`config.mk`:
```
export PLATFORM = sky130hd
export DESIGN_NAME = vc_tx_arbiter
export DESIGN_NICKNAME = d
export VERILOG_FILES = /design/src/rtl/vca_pkg.sv /design/src/rtl/vca_prio_pick.sv /design/src/rtl/vca_rr_pick.sv /design/src/rtl/vc_tx_arbiter.sv
export SDC_FILE = /design/constraint.sdc
export NUM_CORES = 1
export LEC_CHECK = 0
export ABC_AREA = 1
export ABC_CLOCK_PERIOD_IN_PS = 4350
export BUFFER_PORTS_ARGS = -buffer_cell sky130_fd_sc_hd__buf_2
export CAP_MARGIN = 20
export CELL_PAD_IN_SITES_DETAIL_PLACEMENT = 0
export CELL_PAD_IN_SITES_GLOBAL_PLACEMENT = 1
export CORE_MARGIN = 1
export CORE_UTILIZATION = 37
export DETAILED_ROUTE_END_ITERATION = 6
export PLACE_DENSITY_LB_ADDON = 0.08
export SLEW_MARGIN = 30
export SYNTH_ARGS = -nofsm -noshare
export SYNTH_HDL_FRONTEND = slang
export SYNTH_HIERARCHICAL = 1
export SYNTH_SLANG_ARGS = --single-unit
```
`constraint.sdc`:
```
create_clock -name clk -period 4.35 [get_ports clk]
set_clock_uncertainty 0.1 [all_clocks]
set_input_delay 0.87 -clock clk [delete_from_list [all_inputs] [get_ports clk]]
set_output_delay 0.87 -clock clk [all_outputs]
set_load 0.1 [all_outputs]
```
`src/rtl/vca_pkg.sv`:
```
package vca_pkg;
  // index width for a vector of n entries, never below one bit
  function automatic int idx_w(input int n);
    return (n > 1) ? $clog2(n) : 1;
  endfunction
endpackage

```
`src/rtl/vca_prio_pick.sv`:
```
// Strict priority: the highest-numbered requester wins.
module vca_prio_pick #(
  parameter int HW = 4
) (
  input  logic [HW-1:0] req,
  output logic [HW-1:0] gnt,
  output logic          hit
);
  always_comb begin
    gnt = '0;
    hit = 1'b0;
    for (int i = 0; i < HW; i++) begin
      if (req[i]) begin
        gnt    = '0;
        gnt[i] = 1'b1;
        hit    = 1'b1;
      end
    end
  end
endmodule

```
`src/rtl/vca_rr_pick.sv`:
```
// Round robin: search upward from ptr, wrapping; the nearest requester wins.
module vca_rr_pick #(
  parameter int LW = 4,
  parameter int PW = vca_pkg::idx_w(LW)
) (
  input  logic [LW-1:0] req,
  input  logic [PW-1:0] ptr,
  output logic [LW-1:0] gnt,
  output logic [PW-1:0] nxt_ptr,
  output logic          hit
);
  always_comb begin
    gnt     = '0;
    hit     = 1'b0;
    nxt_ptr = ptr;
    // scan from the farthest offset down so the nearest candidate is kept
    for (int k = LW - 1; k >= 0; k--) begin
      int c;
      c = (int'(ptr) + k) % LW;
      if (req[c]) begin
        gnt     = '0;
        gnt[c]  = 1'b1;
        hit     = 1'b1;
        nxt_ptr = (c == LW - 1) ? '0 : PW'(c + 1);
      end
    end
  end
endmodule

```
`src/rtl/vc_tx_arbiter.sv`:
```
module vc_tx_arbiter #(
  parameter int NUM_CH  = 8,
  parameter int LOW_CNT = 3
) (
  input  logic              clk,
  input  logic              rst,
  input  logic [NUM_CH-1:0] req,
  input  logic              done,
  output logic [NUM_CH-1:0] grant
);
  localparam int HI_CNT = NUM_CH - LOW_CNT;
  localparam int LW     = (LOW_CNT > 0) ? LOW_CNT : 1;
  localparam int HW     = (HI_CNT > 0) ? HI_CNT : 1;
  localparam int PW     = vca_pkg::idx_w(LW);

  logic [LW-1:0]     lo_gnt;
  logic [HW-1:0]     hi_gnt;
  logic              lo_hit, hi_hit;
  logic [PW-1:0]     ptr_q, ptr_nxt;
  logic [NUM_CH-1:0] pick;
  logic              arb_en;

  generate
    if (LOW_CNT > 0) begin : g_lo
      vca_rr_pick #(.LW(LW), .PW(PW)) u_rr (
        .req(req[LW-1:0]), .ptr(ptr_q), .gnt(lo_gnt),
        .nxt_ptr(ptr_nxt), .hit(lo_hit)
      );
    end else begin : g_no_lo
      assign lo_gnt  = '0;
      assign lo_hit  = 1'b0;
      assign ptr_nxt = '0;
    end

    if (HI_CNT > 0) begin : g_hi
      vca_prio_pick #(.HW(HW)) u_hi (
        .req(req[NUM_CH-1:LOW_CNT]), .gnt(hi_gnt), .hit(hi_hit)
      );
    end else begin : g_no_hi
      assign hi_gnt = '0;
      assign hi_hit = 1'b0;
    end

    for (genvar i = 0; i < NUM_CH; i++) begin : g_merge
      if (i < LOW_CNT) begin : g_l
        assign pick[i] = lo_gnt[i] & ~hi_hit;
      end else begin : g_h
        assign pick[i] = hi_gnt[i-LOW_CNT];
      end
    end
  endgenerate

  assign arb_en = (grant == '0) || done;

  always_ff @(posedge clk) begin
    if (rst) begin
      grant <= '0;
      ptr_q <= '0;
    end else if (arb_en) begin
      grant <= pick;
      if (lo_hit && !hi_hit) ptr_q <= ptr_nxt;
    end
  end

  // never more than one channel granted
  p_onehot_r2: assert property (@(posedge clk) disable iff (rst)
    $onehot0(grant));
  // a freshly issued grant lands on a channel that was requesting
  p_req_r2: assert property (@(posedge clk) disable iff (rst)
    arb_en |=> ((grant & $past(req)) == grant));
  // without release the grant holds
  p_hold_r3: assert property (@(posedge clk) disable iff (rst)
    !arb_en |=> $stable(grant));
  // pointer only moves at an arbitration edge
  p_ptr_hold_r7: assert property (@(posedge clk) disable iff (rst)
    !arb_en |=> $stable(ptr_q));
  // idle arbitration clears grant and keeps pointer
  p_idle_r8: assert property (@(posedge clk) disable iff (rst)
    (arb_en && req == '0) |=> (grant == '0 && $stable(ptr_q)));

  generate
    if (LOW_CNT > 0 && HI_CNT > 0) begin : g_chk_mix
      // a high-group request locks out the low group
      p_hi_first_r4: assert property (@(posedge clk) disable iff (rst)
        (arb_en && |req[NUM_CH-1:LOW_CNT]) |=> (grant[LOW_CNT-1:0] == '0));
      // pointer holds when the high group wins
      p_ptr_hi_r7: assert property (@(posedge clk) disable iff (rst)
        (arb_en && |req[NUM_CH-1:LOW_CNT]) |=> $stable(ptr_q));
    end
  endgenerate
endmodule

```
==> results of run 1 <==
stage by stage:
| stage | util [%] | std cells | setup WS, ns | total power [W] |
|---|---|---|---|---|
| 6_report | 47.10 | 179 | 2.276 | 0.0003388 |
| 5_1_grt | 47.10 | 179 | 2.082 | 0.0003602 |
| 4_1_cts | 47.10 | 179 | 2.284 | 0.0003412 |
| 3_5_place_dp | 45.27 | 175 | 2.212 | 0.0002551 |
| 3_3_place_gp | 45.27 | 175 | 2.227 | 0.0002542 |
| 2_1_floorplan | - | 132 | 2.439 | 0.0002324 |
routing by layer:
layer	wire length, um	global-route usage [%]	vias to the layer above
met5	0	0	-
met4	0	3.333	0
met3	90	7.778	0
met2	801	27.47	22
met1	894	21.33	376
li1	-	-	453
final cells by class:
class / instances / area [um^2] / share of cell area, %
inverter: 23 / 86.33 / 9.249
multi-input combinational: 97 / 486.7 / 52.14
sequential: 10 / 200.2 / 21.45
timing repair buffer: 18 / 90.09 / 9.651
clock buffer: 4 / 36.28 / 3.887
tap: 27 / 33.78 / 3.619
layout by cell type, fill, tap and decap left out, types with 3 or more instances in the layout:
master     n
nor2_1    33
inv_1     19
o21ai_0    9
ha_1       4
nand3_1   11
buf_2     18
nand2_1   22
o21ai_2    3
o21ai_1    3
dfxtp_1   10
clkbuf_4   3
inv_2      4
logic make-up after synthesis:
family	share of synthesized area, %
and+or+nand+nor	41.86
buffers and inverters	13.27
AOI/OAI and AO/OA	13.27
DFF	25.28
adders and majority gates	6.319
Yosys cell counts (all sizes together):
cell type  count  area share, %
inv           23             11
buf            2            2.4
ha             4            6.3
nand4          2            1.6
nand3         13            9.5
nor2          34             16
nand2         25             13
dfxtp         10             25
nand3b         1           0.95
a21oi          3            2.4
o21ai         15             11
final timing paths:
| check | to | start | cells past startpoint |
|---|---|---|---|
| worst max register to register | ptr_q[0] | ptr_q[0] | 14 |
| worst min-delay path | grant[7] | grant[7] | 2 |
| worst max-delay path | ptr_q[0] | ptr_q[0] | 14 |
| worst min register to register | grant[7] | grant[7] | 2 |
registers in the layout, summed over array words and instances, names as in the netlist:
register  cells
grant         8
ptr_q         2
critical path, stage by stage, from the launching register on:
cell     delay [ns]
dfxtp_1        0.41
inv_1          0.09
ha_1           0.39
inv_2          0.14
nand2_2        0.06
nand3_2        0.08
nand2_2        0.09
nand2_1        0.09
inv_2          0.04
nand2_1        0.04
inv_1          0.04
nor2_1         0.18
nand3_1        0.10
nand2_1        0.08
nor2_1         0.04
power by group through the flow:
stage / Clock (W) / Sequential [W] / Combinational, W
3_5_place_dp: 0 / 0.000110 / 0.000145
2_1_floorplan: 0 / 0.000178 / 0.0000546
3_3_place_gp: 0 / 0.000110 / 0.000144
6_report: 0.0000855 / 0.000108 / 0.000145
5_1_grt: 0.0000923 / 0.000110 / 0.000158
4_1_cts: 0.0000875 / 0.000108 / 0.000145
==> flow_summary.json, run 1 <==
{
  "status": "complete, no violations",
  "final.min_clock_period_ns": 2.074,
  "clk_transition_reported_paths_ns": 0.07,
  "final_area_um2": 933.4,
  "p_switching_w": 0.0001575,
  "groute.usage.overall_pct": 17.19,
  "start_util_pct": 39.96,
  "vias": 851,
  "numCtsBuffers": 3,
  "die_w_um": 48.27,
  "grt_max_degree": 14,
  "areaGrowthSynthToFinish_pct": 17.85,
  "arrival_ns": 2.13,
  "whs_ns": 0.4368,
  "ctsResizeCount": 0,
  "worstSkewPairLatency_ns": 0.27,
  "drt_iter0_markers": 12,
  "fin_tns_setup_ns": 0,
  "drv_cap": 0,
  "ys_ff_latch": 10,
  "setup_viol": 0,
  "avgSynthCellArea_um2": 6.000,
  "clkPwrFrac_pct": 25.2,
  "syn_area_um2": 792.0,
  "grt.overflow.total": 0,
  "wirelength_um": 1786,
  "r2r_slack_ns": 2.28,
  "grt_antenna_before_repair": 0,
  "fillers": 224,
  "boundaryPins": 19,
  "power.density_nw_per_um2": 363.0,
  "crit_type": "register to register",
  "clock-sinks": 10,
  "ant_nets": 0,
  "crit_path_max_fanout": 5,
  "place_hpwl_um": 1373,
  "num-nets-final": 168,
  "cts_setup_buffers": 0,
  "p_seq_share_pct": 32.0,
  "hold_path.class": "register to register",
  "coreArea_um2": 1982,
  "die_y_um": 48.27,
  "netSwitchingFraction_pct": 46.49,
  "grt_pass1_vias": 648,
  "internal_power_w": 0.0001813,
  "leakage_nw": 0.4915,
  "grt_setup_unrepaired": "false",
  "synth_seq_area_share_pct": 25.28,
  "startpoint_type": "register",
  "tightest_slew_ns": 0.4886,
  "place_area_um2": 897.1,
  "yosysWarnings": 6,
  "drive_above_1_share_pct": 23.68,
  "ctsRootBufferMaster": "clkbuf_4",
  "peakVddDrop_mv": 0.3125,
  "worst-endpoint-required_ns": 4.41,
  "first_pass_iters": 4,
  "grt_pass1_wl_um": 2691,
  "hold_buffers": 0,
  "p_comb_share_pct": 42.8,
  "syn-num-nets": 147,
  "rows": 16,
  "cts_tree": "done",
  "vias_per_cell": 4.754,
  "gp_congestion": 0.9014,
  "ys_types": 20,
  "die-area_um2": 2330,
  "drc": 0,
  "routedWlPerCell_um": 9.978,
  "period_share_pct": 47.69,
  "endpoint_kind": "register",
  "port_buffers": 18,
  "antennaDiodeCount": 0,
  "clk_path_buf_depth": 2,
  "syn-instance-count": 132,
  "drv_slew": 0,
  "timing.fmax_ghz": 0.4821,
  "hold_viol": 0,
  "maxSlewHeadroom_pct": 67.42,
  "ctsHtreeMaxLevel": 1
}
No activity file was read; power rests on OpenSTA's default activity.
==> inputs of run 2 (changes only) <==
Settings changed: ABC_CLOCK_PERIOD_IN_PS 4350 to 1800, CORE_UTILIZATION 37 to 31.
Clock period 4.35 ns to 1.8 ns, I/O delays scaled along.
==> run 2 against run 1 <==
Hold slack worse by 0.15 ns. Combinational power rose to 2.6 times the previous value. Sequential power up 140%. Clock power increased by 73%. Total power is 130% higher. First-iteration DRC count grew 130%. Clock-buffer cell count shrank 1. Critical path depth is the same. Die area rose by 19%. Sequential cell count is the same. Non-clock buffer count grew 10. Critical path type unchanged. Critical endpoint is now ptr_q[1].
==> flow_summary.json, run 2 (synthesis gave the netlist of run 1 again) <==
{
  "status": "complete, no violations",
  "tightest_slew_ns": 0.4862,
  "die_w_um": 52.55,
  "rows": 17,
  "wirelength_um": 1916,
  "drv_slew": 0,
  "numCtsBuffers": 3,
  "antennaDiodeCount": 0,
  "leakage_nw": 0.5467,
  "hold_path.class": "input port to register",
  "vias": 885,
  "grt_max_degree": 13,
  "ctsHtreeMaxLevel": 1,
  "crit_type": "register to register",
  "place_hpwl_um": 1507,
  "place_inst": 186,
  "timing.fmax_ghz": 0.5939,
  "fillers": 244,
  "hold_viol": 0,
  "endpoint_kind": "register",
  "grt.overflow.total": 0,
  "reg2reg_from": "ptr_q[0]",
  "peakVddDrop_mv": 0.5535,
  "start_util_pct": 34.16,
  "die-area_um2": 2761,
  "drt_iter0_markers": 27,
  "setup_viol": 0,
  "grt_setup_unrepaired": "true",
  "die_y_um": 52.55,
  "vias_per_cell": 4.683,
  "clock-sinks": 10,
  "largestRegisters": "grant x8, ptr_q x2",
  "startpoint": "ptr_q[0]",
  "crit_path_max_fanout": 7,
  "groute.usage.overall_pct": 15.66,
  "startpoint_type": "register",
  "clk_path_buf_depth": 2,
  "period_share_pct": 93.54,
  "grt_antenna_before_repair": 0,
  "largest_reg_flops": 8,
  "layout_setup_ws_ns": 0.1164,
  "worst-endpoint-required_ns": 1.86,
  "areaGrowthSynthToFinish_pct": 36.34,
  "first_pass_iters": 4,
  "maxSlewHeadroom_pct": 67.81,
  "regMostFlops": "grant",
  "rr_worst_depth": 14,
  "cp-endpoint": "ptr_q[1]",
  "mostFrequentLayoutCell": "nor2_1",
  "mostFrequentLayoutCells": "32 x nor2_1, 20 x nand2_1, 18 x buf_2",
  "r2r_slack_ns": 0.12,
  "timing.rr.end": "ptr_q[1]",
  "clk_transition_reported_paths_ns": 0.06,
  "ctsRootBufferMaster": "clkbuf_4",
  "fin_tns_setup_ns": 0,
  "boundaryPins": 19,
  "final.min_clock_period_ns": 1.684,
  "coreArea_um2": 2318,
  "port_buffers": 18,
  "final_area_um2": 1080,
  "grt_pass1_wl_um": 3229,
  "power.density_nw_per_um2": 727.1,
  "gp_congestion": 0.8501,
  "drc": 0,
  "cts_tree": "done",
  "grt_pass1_vias": 792,
  "routedWlPerCell_um": 10.14,
  "num-nets-final": 178,
  "fin_cells": 189,
  "hold_buffers": 0,
  "drv_cap": 0,
  "place_area_um2": 975.9,
  "worstSkewPairLatency_ns": 0.26,
  "pre_cts_ws_ns": -0.02902,
  "drive_above_1_share_pct": 34.78,
  "ant_nets": 0,
  "arrival_ns": 1.74
}
-- run 2: cell count changes in the layout (fill, tap and decap cells not counted), sizes merged --
cell | previous run | this run
buf | 18 | 28
clkbuf | 4 | 3
-- run 2: cell type report --
class                      count  area [um^2]  area share, %
sequential                    10        205.2          19.00
tap                           28        35.03          3.244
timing repair buffer          28        165.2          15.30
multi-input combinational     97        560.5          51.91
inverter                      23        91.34          8.459
clock buffer                   3        22.52          2.086
-- run 2: repair_timing --
item / CTS / global route
gates resized for setup: 1 / 21
endpoints found under the hold margin: 0 / 0
setup buffers: 0 / 0
pin swaps: 0 / 6
setup endpoints to repair: 4 / 5
-- run 2: worst max-delay path: stages (launching register included) --
cell and delay [ns]:
dfxtp_2 0.32, buf_4 0.14, ha_4 0.19, inv_4 0.07, nand2_1 0.06, nand3_2 0.09, nand2_4 0.08, nand2_1 0.09
inv_2 0.04, nand2_1 0.06, inv_2 0.04, nor2_4 0.10, nand3_1 0.09, nand2_1 0.06, nor2_1 0.04
-- run 2: metal layers --
| layer | wire (um) | vias up | global-route usage, % |
|---|---|---|---|
| met4 | 10 | 0 | 2.632 |
| met2 | 870 | 17 | 25.32 |
| met1 | 955 | 394 | 20.24 |
| met5 | 0 | - | 0 |
| li1 | - | 472 | - |
| met3 | 80 | 2 | 5.217 |
-- run 2: worst min-delay path by stage --
stage | startpoint | end | depth (start not counted)
3_5_place_dp | grant[2] | grant[2] | 2
5_1_grt | req[7] | grant[7] | 3
3_3_place_gp | grant[7] | grant[7] | 2
4_1_cts | req[7] | grant[7] | 3
2_1_floorplan | ptr_q[1] | ptr_q[1] | 2
6_report | req[7] | grant[7] | 3
-- run 2: report_power, final --
part / leakage [nW] / internal [W] / switching, W / total, W
registers: 0.0834 / 0.000244 / 0.0000162 / 0.000261
logic: 0.449 / 0.0000882 / 0.000289 / 0.000377
clock network: 0.0138 / 0.0000770 / 0.0000707 / 0.000148
-- run 2: through the flow --
step / util (%) / hold slack [ns] / total power [W]
6_report: 46.57 / 0.2846 / 0.0007852
5_1_grt: 46.57 / 0.2885 / 0.0008421
4_1_cts: 43.17 / 0.2794 / 0.0007829
3_5_place_dp: 42.09 / 0.4166 / 0.0006291
3_3_place_gp: 42.09 / 0.4026 / 0.0006289
2_1_floorplan: - / 0.4210 / 0.0005621
==> inputs of run 3 (changes only) <==
Settings changed: ABC_CLOCK_PERIOD_IN_PS 1800 to 2120, CORE_UTILIZATION 31 to 37.
Clock period 1.8 ns to 2.12 ns, I/O delays scaled along.
==> run 3 against run 2 <==
Total power down 17%. Sequential power down 15%. Sequential share of layout area up 2.4 points. Clock-buffer cell count unchanged. Largest cell class unchanged. First-iteration DRC count down 59%. Final area down 13%.
==> flow_summary.json, run 3 (synthesis gave the netlist of run 1 again) <==
{
  "status": "complete, no violations",
  "fin_tns_setup_ns": 0,
  "antennaDiodeCount": 0,
  "crit_type": "register to register",
  "hold_path.class": "input port to register",
  "arrival_ns": 1.98,
  "fin_util_pct": 47.16,
  "die_w_um": 48.27,
  "grt.overflow.total": 0,
  "ctsHtreeMaxLevel": 1,
  "rows": 16,
  "largest_reg_flops": 8,
  "layout_setup_ws_ns": 0.1964,
  "vias": 845,
  "die_y_um": 48.27,
  "crit_path_max_incr_delay_ns": 0.37,
  "timing.fmax_ghz": 0.5199,
  "port_buffers": 18,
  "mostFrequentLayoutCell": "nor2_1",
  "routedWlPerCell_um": 9.739,
  "numCtsBuffers": 3,
  "grt_antenna_before_repair": 0,
  "worstSkewPairLatency_ns": 0.26,
  "maxSlewHeadroom_pct": 67.94,
  "whs_ns": 0.3481,
  "clkPwrFrac_pct": 19.2,
  "ctsResizeCount": 0,
  "coreArea_um2": 1982,
  "setup_viol": 0,
  "p_comb_share_pct": 46.8,
  "grt_pass1_vias": 711,
  "cp_slowest_cell": "ha_1",
  "clk_transition_reported_paths_ns": 0.06,
  "largestRegisters": "grant x8, ptr_q x2",
  "first_pass_iters": 4,
  "regMostFlops": "grant",
  "grt_setup_unrepaired": "false",
  "cts_tree": "done",
  "drc": 0,
  "boundaryPins": 19,
  "p_switching_w": 0.0003100,
  "grt_pass1_wl_um": 2732,
  "startpoint_type": "register",
  "die-area_um2": 2330,
  "power.density_nw_per_um2": 693.3,
  "internal_power_w": 0.0003380,
  "worst-endpoint-required_ns": 2.17,
  "pre_cts_ws_ns": 0.2078,
  "drive_above_1_share_pct": 24.18,
  "clk_path_buf_depth": 2,
  "clock-sinks": 10,
  "finalPower_w": 0.0006480,
  "start_util_pct": 39.96,
  "ant_nets": 0,
  "tightest_slew_ns": 0.4842,
  "endpoint_kind": "register",
  "wirelength_um": 1753,
  "period_share_pct": 90.73,
  "cts_setup_buffers": 0,
  "leakage_nw": 0.4944,
  "hold_buffers": 0,
  "drv_slew": 0,
  "groute.usage.overall_pct": 16.57,
  "mostFrequentLayoutCells": "33 x nor2_1, 22 x nand2_1, 19 x inv_1",
  "num-nets-final": 170,
  "crit_buf_inv": 3,
  "peakVddDrop_mv": 0.5291,
  "hold_viol": 0,
  "vias_per_cell": 4.694,
  "netSwitchingFraction_pct": 47.84,
  "drv_cap": 0,
  "grt_max_degree": 13,
  "cp_top_family": "simple AND/OR/NAND/NOR gates",
  "p_seq_share_pct": 34.1,
  "cpMostUsedCell": "nand2_1",
  "ctsRootBufferMaster": "clkbuf_4",
  "areaGrowthSynthToFinish_pct": 18.01,
  "drt_iter0_markers": 11,
  "gp_congestion": 0.9180,
  "place_hpwl_um": 1441,
  "final.min_clock_period_ns": 1.924,
  "crit_path_max_fanout": 5,
  "worstPathCellList": "inv_1 > ha_1 > o21ai_2 > nand2_2 > nand2_1 > inv_2 > nand2_1 > inv_1 > nor2_1 > nand3_1 > nand2_1 > nor2_1"
}
-- run 3: worst min-delay path, delay by kind of cell --
| family | cells | cell delay, ns |
|---|---|---|
| buf+inv | 1 | 0.11 |
| simple gates | 2 | 0.14 |
-- run 3: metrics by stage --
stage	std cells	instance area, um^2
CTS	180	934.6
floorplan	132	792.0
global placement	177	912.1
global route	180	934.6
finish	180	934.6
detailed placement	177	912.1
-- run 3: layout make-up --
type,instances,area [um^2]
clock buffers,3,22.52
fillers,229,1047
inverters,23,86.33
multi-input cells,97,486.7
flip-flops and latches,10,200.2
well taps,27,33.78
repair buffers,20,105.1
-- run 3: power groups by stage --
stage                     Combinational, W  Sequential (W)  Clock (W)
after global routing              0.000329        0.000225   0.000146
after global placement            0.000302        0.000225          0
after detailed placement          0.000303        0.000225          0
final                             0.000303        0.000221   0.000124
after CTS                         0.000304        0.000221   0.000134
after floorplan                   0.000112        0.000365          0
-- run 3: final timing paths --
check                           startpoint        to  slack, ns  cells after the start
worst min-delay path                req[7]  grant[7]       0.35                      3
worst min register to register    grant[7]  grant[7]       0.43                      2
worst max-delay path              ptr_q[0]  ptr_q[1]       0.20                     12
worst max register to register    ptr_q[0]  ptr_q[1]       0.20                     12
-- run 3: metal layers --
metal	wire (um)	global-route usage, %
met1	885	20.62
met2	808	28.27
met3	52	5.556
met4	7	2.222
met5	0	0
